`src/rtl/boot_pkg.sv`:
```
package boot_pkg;

    localparam int DATA_W_DEF = 32;
    localparam int SIG_W      = 16;

    localparam logic [SIG_W-1:0]      SIG_OK      = 16'h4447;
    localparam logic [DATA_W_DEF-1:0] TRAP_CODE_A = 32'h9999_9999;
    localparam logic [DATA_W_DEF-1:0] TRAP_CODE_B = 32'h9999_9901;

    typedef enum logic [3:0] {
        ST_IDLE,
        ST_COLD,
        ST_WARM,
        ST_SETTLE,
        ST_SIG_REQ,
        ST_SIG_WAIT,
        ST_TRAP_REQ,
        ST_TRAP_WAIT,
        ST_DONE
    } boot_state_t;

    typedef struct packed {
        logic warm;
        logic cold;
    } cpu_ctl_t;

    typedef struct packed {
        logic started;
        logic timeout;
        logic trapped;
    } boot_flags_t;

    function automatic logic [SIG_W-1:0] sig_field(input logic [DATA_W_DEF-1:0] w);
        return w[SIG_W-1:0];
    endfunction

    function automatic logic is_running(input boot_state_t s);
        return (s != ST_IDLE) && (s != ST_DONE);
    endfunction

endpackage

```
`src/rtl/boot_timer.sv`:
```
module boot_timer #(
    parameter int TW = 8
) (
    input  logic          clk,
    input  logic          rst,
    input  logic          load,
    input  logic [TW-1:0] load_val,
    input  logic          en,
    output logic          zero
);
    logic [TW-1:0] cnt;

    always_ff @(posedge clk) begin
        if (rst) begin
            cnt <= '0;
        end else if (load) begin
            cnt <= load_val;
        end else if (en && (cnt != '0)) begin
            cnt <= cnt - 1'b1;
        end
    end

    assign zero = (cnt == '0);
endmodule

```
`src/rtl/boot_poll_ctr.sv`:
```
module boot_poll_ctr #(
    parameter int MAX_POLLS = 300,
    parameter int PCW       = $clog2(MAX_POLLS + 1)
) (
    input  logic           clk,
    input  logic           rst,
    input  logic           clr,
    input  logic           inc,
    output logic [PCW-1:0] count,
    output logic           last
);
    localparam logic [PCW-1:0] LIMIT = PCW'(MAX_POLLS);

    always_ff @(posedge clk) begin
        if (rst || clr) begin
            count <= '0;
        end else if (inc && (count != LIMIT)) begin
            count <= count + 1'b1;
        end
    end

    assign last = (count == LIMIT);
endmodule

```
`src/rtl/boot_match.sv`:
```
module boot_match #(
    parameter int DATA_W = 32,
    parameter int SIG_W  = 16,
    parameter logic [SIG_W-1:0] SIG_VALUE = 16'h4447,
    parameter int NCODE  = 2,
    parameter logic [DATA_W-1:0] CODES [NCODE] = '{32'h9999_9999, 32'h9999_9901}
) (
    input  logic [DATA_W-1:0] rdata,
    output logic              sig_hit,
    output logic              trap_hit
);
    logic [NCODE-1:0] code_eq;

    generate
        for (genvar g = 0; g < NCODE; g++) begin : g_code
            assign code_eq[g] = (rdata == CODES[g]);
        end
    endgenerate

    assign sig_hit  = (rdata[SIG_W-1:0] == SIG_VALUE);
    assign trap_hit = |code_eq;
endmodule

```
`src/rtl/boot_seq.sv`:
```
module boot_seq
    import boot_pkg::*;
#(
    parameter int COLD_CYC  = 20,
    parameter int WARM_CYC  = 100,
    parameter int POLL_CYC  = 100,
    parameter int MAX_POLLS = 300,
    parameter int ADDR_W    = 8,
    parameter int DATA_W    = DATA_W_DEF,
    parameter int PERIPH_W  = 4,
    parameter logic [ADDR_W-1:0] SIG_ADDR  = 8'h1E,
    parameter logic [ADDR_W-1:0] TRAP_ADDR = 8'h80
) (
    input  logic                               clk,
    input  logic                               rst,
    input  logic                               start,
    input  logic                               stop,
    output logic                               mem_req,
    output logic [ADDR_W-1:0]                  mem_addr,
    input  logic [DATA_W-1:0]                  mem_rdata,
    output logic [1:0]                         cpu_ctl,
    output logic [PERIPH_W-1:0]                periph_ctl,
    output logic                               busy,
    output logic                               started,
    output logic                               timeout,
    output logic                               trapped,
    output logic [$clog2(MAX_POLLS+1)-1:0]     poll_count
);
    localparam int MAX_PHASE = (COLD_CYC > WARM_CYC) ?
                               ((COLD_CYC > POLL_CYC) ? COLD_CYC : POLL_CYC) :
                               ((WARM_CYC > POLL_CYC) ? WARM_CYC : POLL_CYC);
    localparam int TW  = $clog2(MAX_PHASE + 1);
    localparam int PCW = $clog2(MAX_POLLS + 1);
    localparam logic [TW-1:0] COLD_LD = TW'(COLD_CYC - 1);
    localparam logic [TW-1:0] WARM_LD = TW'(WARM_CYC - 1);
    localparam logic [TW-1:0] POLL_LD = TW'(POLL_CYC - 1);
    localparam logic [DATA_W-1:0] CODE_LIST [2] = '{DATA_W'(TRAP_CODE_A), DATA_W'(TRAP_CODE_B)};

    boot_state_t          state;
    cpu_ctl_t             ctl_q;
    boot_flags_t          flags_q;
    logic [PERIPH_W-1:0]  periph_q;

    logic                 accept;
    logic                 tmr_load;
    logic [TW-1:0]        tmr_val;
    logic                 tmr_en;
    logic                 tmr_zero;
    logic                 poll_inc;
    logic                 poll_last;
    logic [PCW-1:0]       poll_cnt;
    logic                 sig_hit;
    logic                 trap_hit;

    assign accept = start && !stop && !is_running(state);

    always_comb begin
        tmr_load = 1'b0;
        tmr_val  = '0;
        if (!stop) begin
            case (state)
                ST_IDLE, ST_DONE: if (start) begin
                    tmr_load = 1'b1;
                    tmr_val  = COLD_LD;
                end
                ST_COLD: if (tmr_zero) begin
                    tmr_load = 1'b1;
                    tmr_val  = WARM_LD;
                end
                ST_WARM: if (tmr_zero) begin
                    tmr_load = 1'b1;
                    tmr_val  = POLL_LD;
                end
                ST_SIG_WAIT: if (!sig_hit && !poll_last) begin
                    tmr_load = 1'b1;
                    tmr_val  = POLL_LD;
                end
                default: ;
            endcase
        end
    end

    assign tmr_en   = (state == ST_COLD) || (state == ST_WARM) || (state == ST_SETTLE);
    assign poll_inc = (state == ST_SIG_REQ) && !stop;

    boot_timer #(.TW(TW)) u_timer (
        .clk      (clk),
        .rst      (rst),
        .load     (tmr_load),
        .load_val (tmr_val),
        .en       (tmr_en),
        .zero     (tmr_zero)
    );

    boot_poll_ctr #(.MAX_POLLS(MAX_POLLS), .PCW(PCW)) u_polls (
        .clk   (clk),
        .rst   (rst),
        .clr   (accept),
        .inc   (poll_inc),
        .count (poll_cnt),
        .last  (poll_last)
    );

    boot_match #(
        .DATA_W    (DATA_W),
        .SIG_W     (SIG_W),
        .SIG_VALUE (SIG_OK),
        .NCODE     (2),
        .CODES     (CODE_LIST)
    ) u_match (
        .rdata    (mem_rdata),
        .sig_hit  (sig_hit),
        .trap_hit (trap_hit)
    );

    always_ff @(posedge clk) begin
        if (rst) begin
            state    <= ST_IDLE;
            ctl_q    <= '0;
            periph_q <= '0;
            flags_q  <= '0;
        end else if (stop) begin
            state    <= ST_IDLE;
            ctl_q    <= '0;
            periph_q <= '0;
        end else begin
            case (state)
                ST_IDLE, ST_DONE: begin
                    if (start) begin
                        state      <= ST_COLD;
                        ctl_q.cold <= 1'b1;
                        ctl_q.warm <= 1'b0;
                        periph_q   <= '1;
                        flags_q    <= '0;
                    end
                end
                ST_COLD: begin
                    if (tmr_zero) begin
                        state      <= ST_WARM;
                        ctl_q.warm <= 1'b1;
                    end
                end
                ST_WARM: begin
                    if (tmr_zero) state <= ST_SETTLE;
                end
                ST_SETTLE: begin
                    if (tmr_zero) state <= ST_SIG_REQ;
                end
                ST_SIG_REQ: begin
                    state <= ST_SIG_WAIT;
                end
                ST_SIG_WAIT: begin
                    if (sig_hit) begin
                        state           <= ST_DONE;
                        flags_q.started <= 1'b1;
                    end else if (poll_last) begin
                        state <= ST_TRAP_REQ;
                    end else begin
                        state <= ST_SETTLE;
                    end
                end
                ST_TRAP_REQ: begin
                    state <= ST_TRAP_WAIT;
                end
                ST_TRAP_WAIT: begin
                    state           <= ST_DONE;
                    flags_q.timeout <= 1'b1;
                    flags_q.trapped <= trap_hit;
                end
                default: state <= ST_IDLE;
            endcase
        end
    end

    assign mem_req    = (state == ST_SIG_REQ) || (state == ST_TRAP_REQ);
    assign mem_addr   = (state == ST_TRAP_REQ) ? TRAP_ADDR : SIG_ADDR;
    assign cpu_ctl    = ctl_q;
    assign periph_ctl = periph_q;
    assign busy       = is_running(state);
    assign started    = flags_q.started;
    assign timeout    = flags_q.timeout;
    assign trapped    = flags_q.trapped;
    assign poll_count = poll_cnt;
endmodule

```
`config.mk`:
```
export PLATFORM = sky130hd
export DESIGN_NAME = boot_seq
export DESIGN_NICKNAME = d
export VERILOG_FILES = /design/src/rtl/boot_pkg.sv /design/src/rtl/boot_timer.sv /design/src/rtl/boot_poll_ctr.sv /design/src/rtl/boot_match.sv /design/src/rtl/boot_seq.sv
export SDC_FILE = /design/constraint.sdc
export NUM_CORES = 1
export LEC_CHECK = 0
export BUFFER_PORTS_ARGS = -buffer_cell sky130_fd_sc_hd__buf_4
export CELL_PAD_IN_SITES_DETAIL_PLACEMENT = 1
export CELL_PAD_IN_SITES_GLOBAL_PLACEMENT = 2
export CORE_ASPECT_RATIO = 0.75
export CORE_MARGIN = 2
export CORE_UTILIZATION = 24
export DETAILED_ROUTE_END_ITERATION = 8
export PLACE_DENSITY = 0.73
export SLEW_MARGIN = 40
export SYNTH_ARGS = -nofsm -noshare
export SYNTH_HDL_FRONTEND = slang
export SYNTH_SLANG_ARGS = --single-unit
```
`constraint.sdc`:
```
create_clock -name clk -period 1.9 [get_ports clk]
set_clock_uncertainty 0.05 [all_clocks]
set_input_delay 0.57 -clock clk [delete_from_list [all_inputs] [get_ports clk]]
set_output_delay 0.57 -clock clk [all_outputs]
set_load 0.01 [all_outputs]
```
==> impl_metrics.json, run 1 <==
{
  "grt_antenna_before_repair": 0,
  "hold_path_depth": 2,
  "cp-start-kind": "flip-flop",
  "grt_use_total_pct": 14.4,
  "crit_arrival_ns": 2.01,
  "hp-class": "flip-flop to flip-flop",
  "dp_hpwl_um": 4240,
  "instances_no_fill": 353,
  "cp_slowest_cell": "or3b_4",
  "dr.pass1.iters": 4,
  "ctsHtreeMaxLevel": 1,
  "synth-seq-cells": 25,
  "fin_crit_ns": 1.86,
  "nets": 313,
  "ys_seq_area_share_pct": 30.8,
  "setup_viol": 0,
  "crit_type": "flip-flop to flip-flop",
  "numCtsBuffers": 3,
  "synth.top_cell.area_share_pct": 30.8,
  "root_buffer": "clkbuf_8",
  "cts_tree": "done",
  "die_y_um": 75.2,
  "utilization_pct": 37.9,
  "synthDistinctLibCells": 54,
  "yosys.area.top_type": "dfxtp_1",
  "synthFlopType": "dfxtp_1",
  "areaGrowthSynthToFinish_pct": 49.5,
  "final_antenna_net_count": 0,
  "multi_input_area_mm2": 0.00104,
  "path_clk_slew_ns": 0.10,
  "maxSlewViolCount": 0,
  "grt.overflow.total": 0,
  "die_w_um": 99.0,
  "synth_common_cells": "dfxtp_1 (25), nor2_1 (20), a21oi_1 (11), buf_4 (11)",
  "setup_tns_ns": 0,
  "postSynth.asyncResetShare_pct": 0,
  "drc": 0,
  "r2r-start": "u_timer.cnt[0]",
  "synth_warnings": 0,
  "vias_per_cell": 4.86,
  "r2r_end": "u_timer.cnt[5]",
  "path_cells": "inv_1 > ha_2 > or3b_4 > nor4_4 > a31oi_2 > a21o_1 > o31ai_2",
  "syn_inst": 194,
  "crit_required_ns": 2.05,
  "finalPower_mw": 1.23,
  "start_util_pct": 25.3,
  "core_area_mm2": 0.00641,
  "gp_congestion": 0.762,
  "p_leak_nw": 1.05,
  "cp_max_fo": 5,
  "cts_sinks": 25,
  "num_antenna_cells": 0,
  "rsz0062_at_grt": "true",
  "reg2reg_depth": 7,
  "yosysMostFrequentCell": "dfxtp_1",
  "vdd_drop_max_mv": 0.234,
  "wl_per_cell_um": 14.7,
  "portBuffers": 60,
  "first_iter_violations": 40,
  "min_from": "started",
  "fp.dieArea_mm2": 0.00745,
  "rows": 25,
  "place_inst": 346,
  "fillers": 783,
  "synth_edf_count": 0,
  "finalCritPeriodShare_pct": 97.6,
  "r2r_setup_slack_ns": 0.04,
  "fmax_ghz": 0.539,
  "io_pins": 64,
  "first_global_vias": 1652,
  "maxCapViolCount": 0,
  "clk_path_buf_depth": 2,
  "hold_viol_final": 0,
  "grt_first_pass_wirelength_um": 8450,
  "vias": 1717,
  "syn_area_per_cell_um2": 8.37,
  "synth_area_leaders": "dfxtp_1 (31%), buf_4 (5.1%), nor2_1 (4.6%), xor2_1 (4.3%), nand4_1 (3.9%)",
  "drt-total-wl_um": 5200,
  "clk_latency_ns": 0.28,
  "min_to": "started",
  "seqCellArea_um2": 517,
  "grt_start_max_net_pins": 15,
  "drive_above_1_share_pct": 47.1,
  "status": "finished clean",
  "endpoint_kind": "flip-flop",
  "netlist_area_mm2": 0.00162,
  "slowest_delay_ns": 0.43,
  "power_density_mw_per_mm2": 505
}
## critical path, delay by kind of cell, from the launching register on
kind / cells / cell delay [ns]
simple gates: 2 / 0.66
buf+inv: 1 / 0.07
compound gates: 3 / 0.48
fa+ha+maj: 1 / 0.19
flops: 1 / 0.32
## state kept, by name, summed over array words and instances, names as in the netlist
signal and flops:
trapped 1, u_timer.cnt 7, state 4, u_polls.count 9, timeout 1, cpu_ctl 1
started 1, periph_ctl 1
## final cells by class
cell class / instances / area share, %
multi-input combinational: 144 / 42.7
sequential: 25 / 21.3
clock inverter: 1 / 0.206
timing repair buffer: 89 / 28.4
tap: 81 / 4.18
clock buffer: 3 / 1.70
inverter: 10 / 1.55
## metal layers
metal	track usage [%]	routed length, um	vias up
li1	-	-	846
met4	2.44	40	0
met3	2.79	206	4
met5	0	0	-
met2	20.9	2160	34
met1	22.1	2790	833
## cell families (layout without fill, tap and decap cells)
logic type / Yosys count / in the layout / share of synthesized area (%)
XOR/XNOR: 11 / 11 / 5.93
AND/OR/NAND/NOR: 91 / 91 / 34.7
buffers and inverters: 27 / 103 / 9.55
adder cells (fa/ha/maj): 4 / 4 / 3.08
flip-flops: 25 / 25 / 30.8
AO/OA/AOI/OAI: 33 / 33 / 14.5
multiplexers: 2 / 2 / 1.23
other: 1 / 3 / 0.231
## power breakdown
part	total, mW	switching (mW)	internal (mW)
registers	0.557	0.0194	0.538
logic	0.337	0.158	0.179
clock network	0.331	0.184	0.147
total	1.23	0.361	0.864
## through the flow
step	hold WS [ns]	area, um2	worst slack (ns)
6_report	0.408	2430	0.0447
5_1_grt	0.439	2430	-0.0515
4_1_cts	0.415	2340	0.00578
3_5_place_dp	0.402	2270	-0.215
3_3_place_gp	0.395	2270	-0.182
2_1_floorplan	0.426	1630	0.0646
## layout by cell type, fill, tap and decap left out, types with 4 or more instances in the layout
cell type | synthesis | layout
a21oi_1 | 11 | 11
and3_1 | 5 | 5
buf_4 | 11 | 86
dfxtp_1 | 25 | 20
dfxtp_4 | 0 | 4
inv_1 | 10 | 9
nand2_1 | 8 | 8
nand4_1 | 10 | 10
nor2_1 | 20 | 18
nor2_2 | 6 | 8
nor3_1 | 7 | 7
o21ai_0 | 5 | 5
xor2_1 | 8 | 8
## worst max-delay path by stage
stage	slack [ns]	end	start
floorplan	0.06	u_polls.count[3]	u_polls.count[0]
global placement	-0.18	u_timer.cnt[2]	mem_rdata[3]
detailed placement	-0.22	u_timer.cnt[2]	mem_rdata[5]
CTS	0.006	u_timer.cnt[5]	u_timer.cnt[1]
global route	-0.05	mem_addr[7]	state[2]
finish	0.04	u_timer.cnt[5]	u_timer.cnt[0]
## what timing repair did
| item | 4_1_cts | 5_1_grt |
|---|---|---|
| setup endpoints to repair | 10 | 16 |
| resized for setup | 7 | 17 |
| buffers inserted | 0 | 3 |
| pin swaps | 1 | 2 |
| hold buffers | 0 | 0 |
(Power assumes the default switching activity.)
==> run 2: changes to the inputs <==
==> constraint.sdc (replaced) <==
create_clock -name clk -period 1.6 [get_ports clk]
set_clock_uncertainty 0.05 [all_clocks]
set_input_delay 0.48 -clock clk [delete_from_list [all_inputs] [get_ports clk]]
set_output_delay 0.48 -clock clk [all_outputs]
set_load 0.01 [all_outputs]
==> impl_metrics.json, run 2 (synthesis gave the netlist of run 1 again) <==
{
  "cp_max_fo": 5,
  "areaGrowthSynthToFinish_pct": 76.9,
  "wl_met1_um": 2780,
  "fp.dieArea_mm2": 0.00745,
  "maxSlewViolCount": 0,
  "drc": 0,
  "numCtsBuffers": 3,
  "netSwitchingPower_uw": 474,
  "grt_start_max_net_pins": 16,
  "pwr-share-clk_pct": 25.1,
  "largest_register_ff_count": 9,
  "dp_hpwl_um": 4520,
  "hold_viol_final": 0,
  "vias_per_cell": 4.79,
  "internal_power_mw": 1.10,
  "fin_hold_ws_ns": 0.403,
  "path_clk_slew_ns": 0.10,
  "first_iter_violations": 50,
  "fillers": 744,
  "die_y_um": 75.2,
  "die_w_um": 99.0,
  "rsz0062_at_grt": "true",
  "crit_start": "u_timer.cnt[1]",
  "grt_antenna_before_repair": 0,
  "vdd_drop_max_mv": 0.306,
  "crit_type": "flip-flop to flip-flop",
  "min_from": "rst",
  "grt.overflow.total": 0,
  "p_sw_share_pct": 30.1,
  "top_layer": "met4",
  "cts_sinks": 25,
  "root_buffer": "clkbuf_8",
  "endpoint_kind": "flip-flop",
  "top_register": "u_polls.count",
  "setup_tns_ns": -4.10,
  "final_cell_mix": "buf_4 (107), dfxtp_1 (17), nor2_1 (16)",
  "core_area_mm2": 0.00641,
  "wl_per_cell_um": 15.4,
  "vias": 1831,
  "gp_congestion": 0.798,
  "power_frac_seq_pct": 41.7,
  "maxCapViolCount": 0,
  "rows": 25,
  "fin_crit_ns": 1.82,
  "place_ws_ns": -0.425,
  "hp-class": "primary input to flip-flop",
  "num_antenna_cells": 0,
  "grt_use_total_pct": 15.7,
  "largestRegisters": "u_polls.count x9, u_timer.cnt x7, state x4",
  "drive_above_1_share_pct": 61.8,
  "finalCritPeriodShare_pct": 114,
  "final_common_cell": "buf_4",
  "first_global_vias": 1870,
  "cp-start-kind": "flip-flop",
  "clk_latency_ns": 0.27,
  "setup_viol": 30,
  "crit_arrival_ns": 1.95,
  "power_density_mw_per_mm2": 548,
  "finalPower_mw": 1.57,
  "ctsHtreeMaxLevel": 1,
  "final_antenna_net_count": 0,
  "clk_path_buf_depth": 2,
  "r2r-start": "u_timer.cnt[1]",
  "crit_required_ns": 1.73,
  "p_leak_nw": 1.25,
  "cts_tree": "done",
  "drt-total-wl_um": 5900,
  "hold_buffers": 0,
  "grt_first_pass_wirelength_um": 9230,
  "wl_met3_um": 248,
  "violations": "setup timing",
  "fin_ws_ns": -0.222,
  "fmax_ghz": 0.549,
  "portBuffers": 60,
  "pwr-share-comb_pct": 33.2,
  "dr.pass1.iters": 4,
  "io_pins": 64,
  "status": "finished, violations left",
  "wl_met2_um": 2850,
  "nets": 342,
  "start_util_pct": 25.3
}
run 2: changes by cell type in the layout (fill, tap and decap cells not counted), moves of 3 or more:
cell,previous run,this run
a21oi_2,0,3
a21oi_1,11,8
buf_6,2,10
nor2_4,0,3
dfxtp_2,1,5
dfxtp_1,20,17
nand2_1,8,5
buf_4,86,107
inv_1,9,5
nor4b_1,3,0
inv_2,1,5
run 2: worst max-delay path, stage by stage, from the launching register on:
cell	delay [ns]
dfxtp_2	0.33
inv_2	0.07
ha_4	0.13
or3b_4	0.43
buf_4	0.17
nor2_4	0.13
nor2_2	0.05
and3_1	0.15
a31o_2	0.21
run 2: per-layer routing:
layer	global-route usage, %	vias up
li1	-	909
met1	21.2	886
met2	26.9	34
met3	3.53	2
met4	1.83	0
met5	0	-
run 2: power by group through the flow:
stage / clock, mW / sequential, mW / combinational [mW]
after floorplan: 0 / 0.675 / 0.223
after global placement: 0 / 0.672 / 0.438
after detailed placement: 0 / 0.674 / 0.447
after CTS: 0.425 / 0.656 / 0.469
after global routing: 0.438 / 0.660 / 0.561
final: 0.395 / 0.657 / 0.522
run 2: repair_timing:
item | 4_1_cts | 5_1_grt
resized for setup | 23 | 37
buffers inserted | 5 | 6
endpoints found under the setup margin | 32 | 32
endpoints found under the hold margin | 0 | 0
pin swaps | 3 | 16
run 2: path summary, 6_finish.rpt:
path,endpoint,slack (ns),cells past startpoint
hold reg to reg,timeout,0.42,2
setup / recovery,state[1],-0.22,8
hold / removal,trapped,0.40,2
setup reg to reg,state[1],-0.22,8
run 2: layout make-up:
class	count	area, um2	area share (%)
multi-input cells	144	1230	42.9
repair buffers	118	936	32.6
flip-flops and latches	25	518	18.0
well taps	81	101	3.53
clock buffers	3	41.3	1.44
inverters	10	37.5	1.31
clock inverters	1	7.51	0.261
run 2: through the flow:
stage | std cells | instance area, um2 | util (%)
floorplan | 196 | 1710 | -
global placement | 368 | 2510 | 39.2
detailed placement | 368 | 2510 | 39.2
CTS | 377 | 2680 | 41.8
global route | 382 | 2870 | 44.8
finish | 382 | 2870 | 44.8
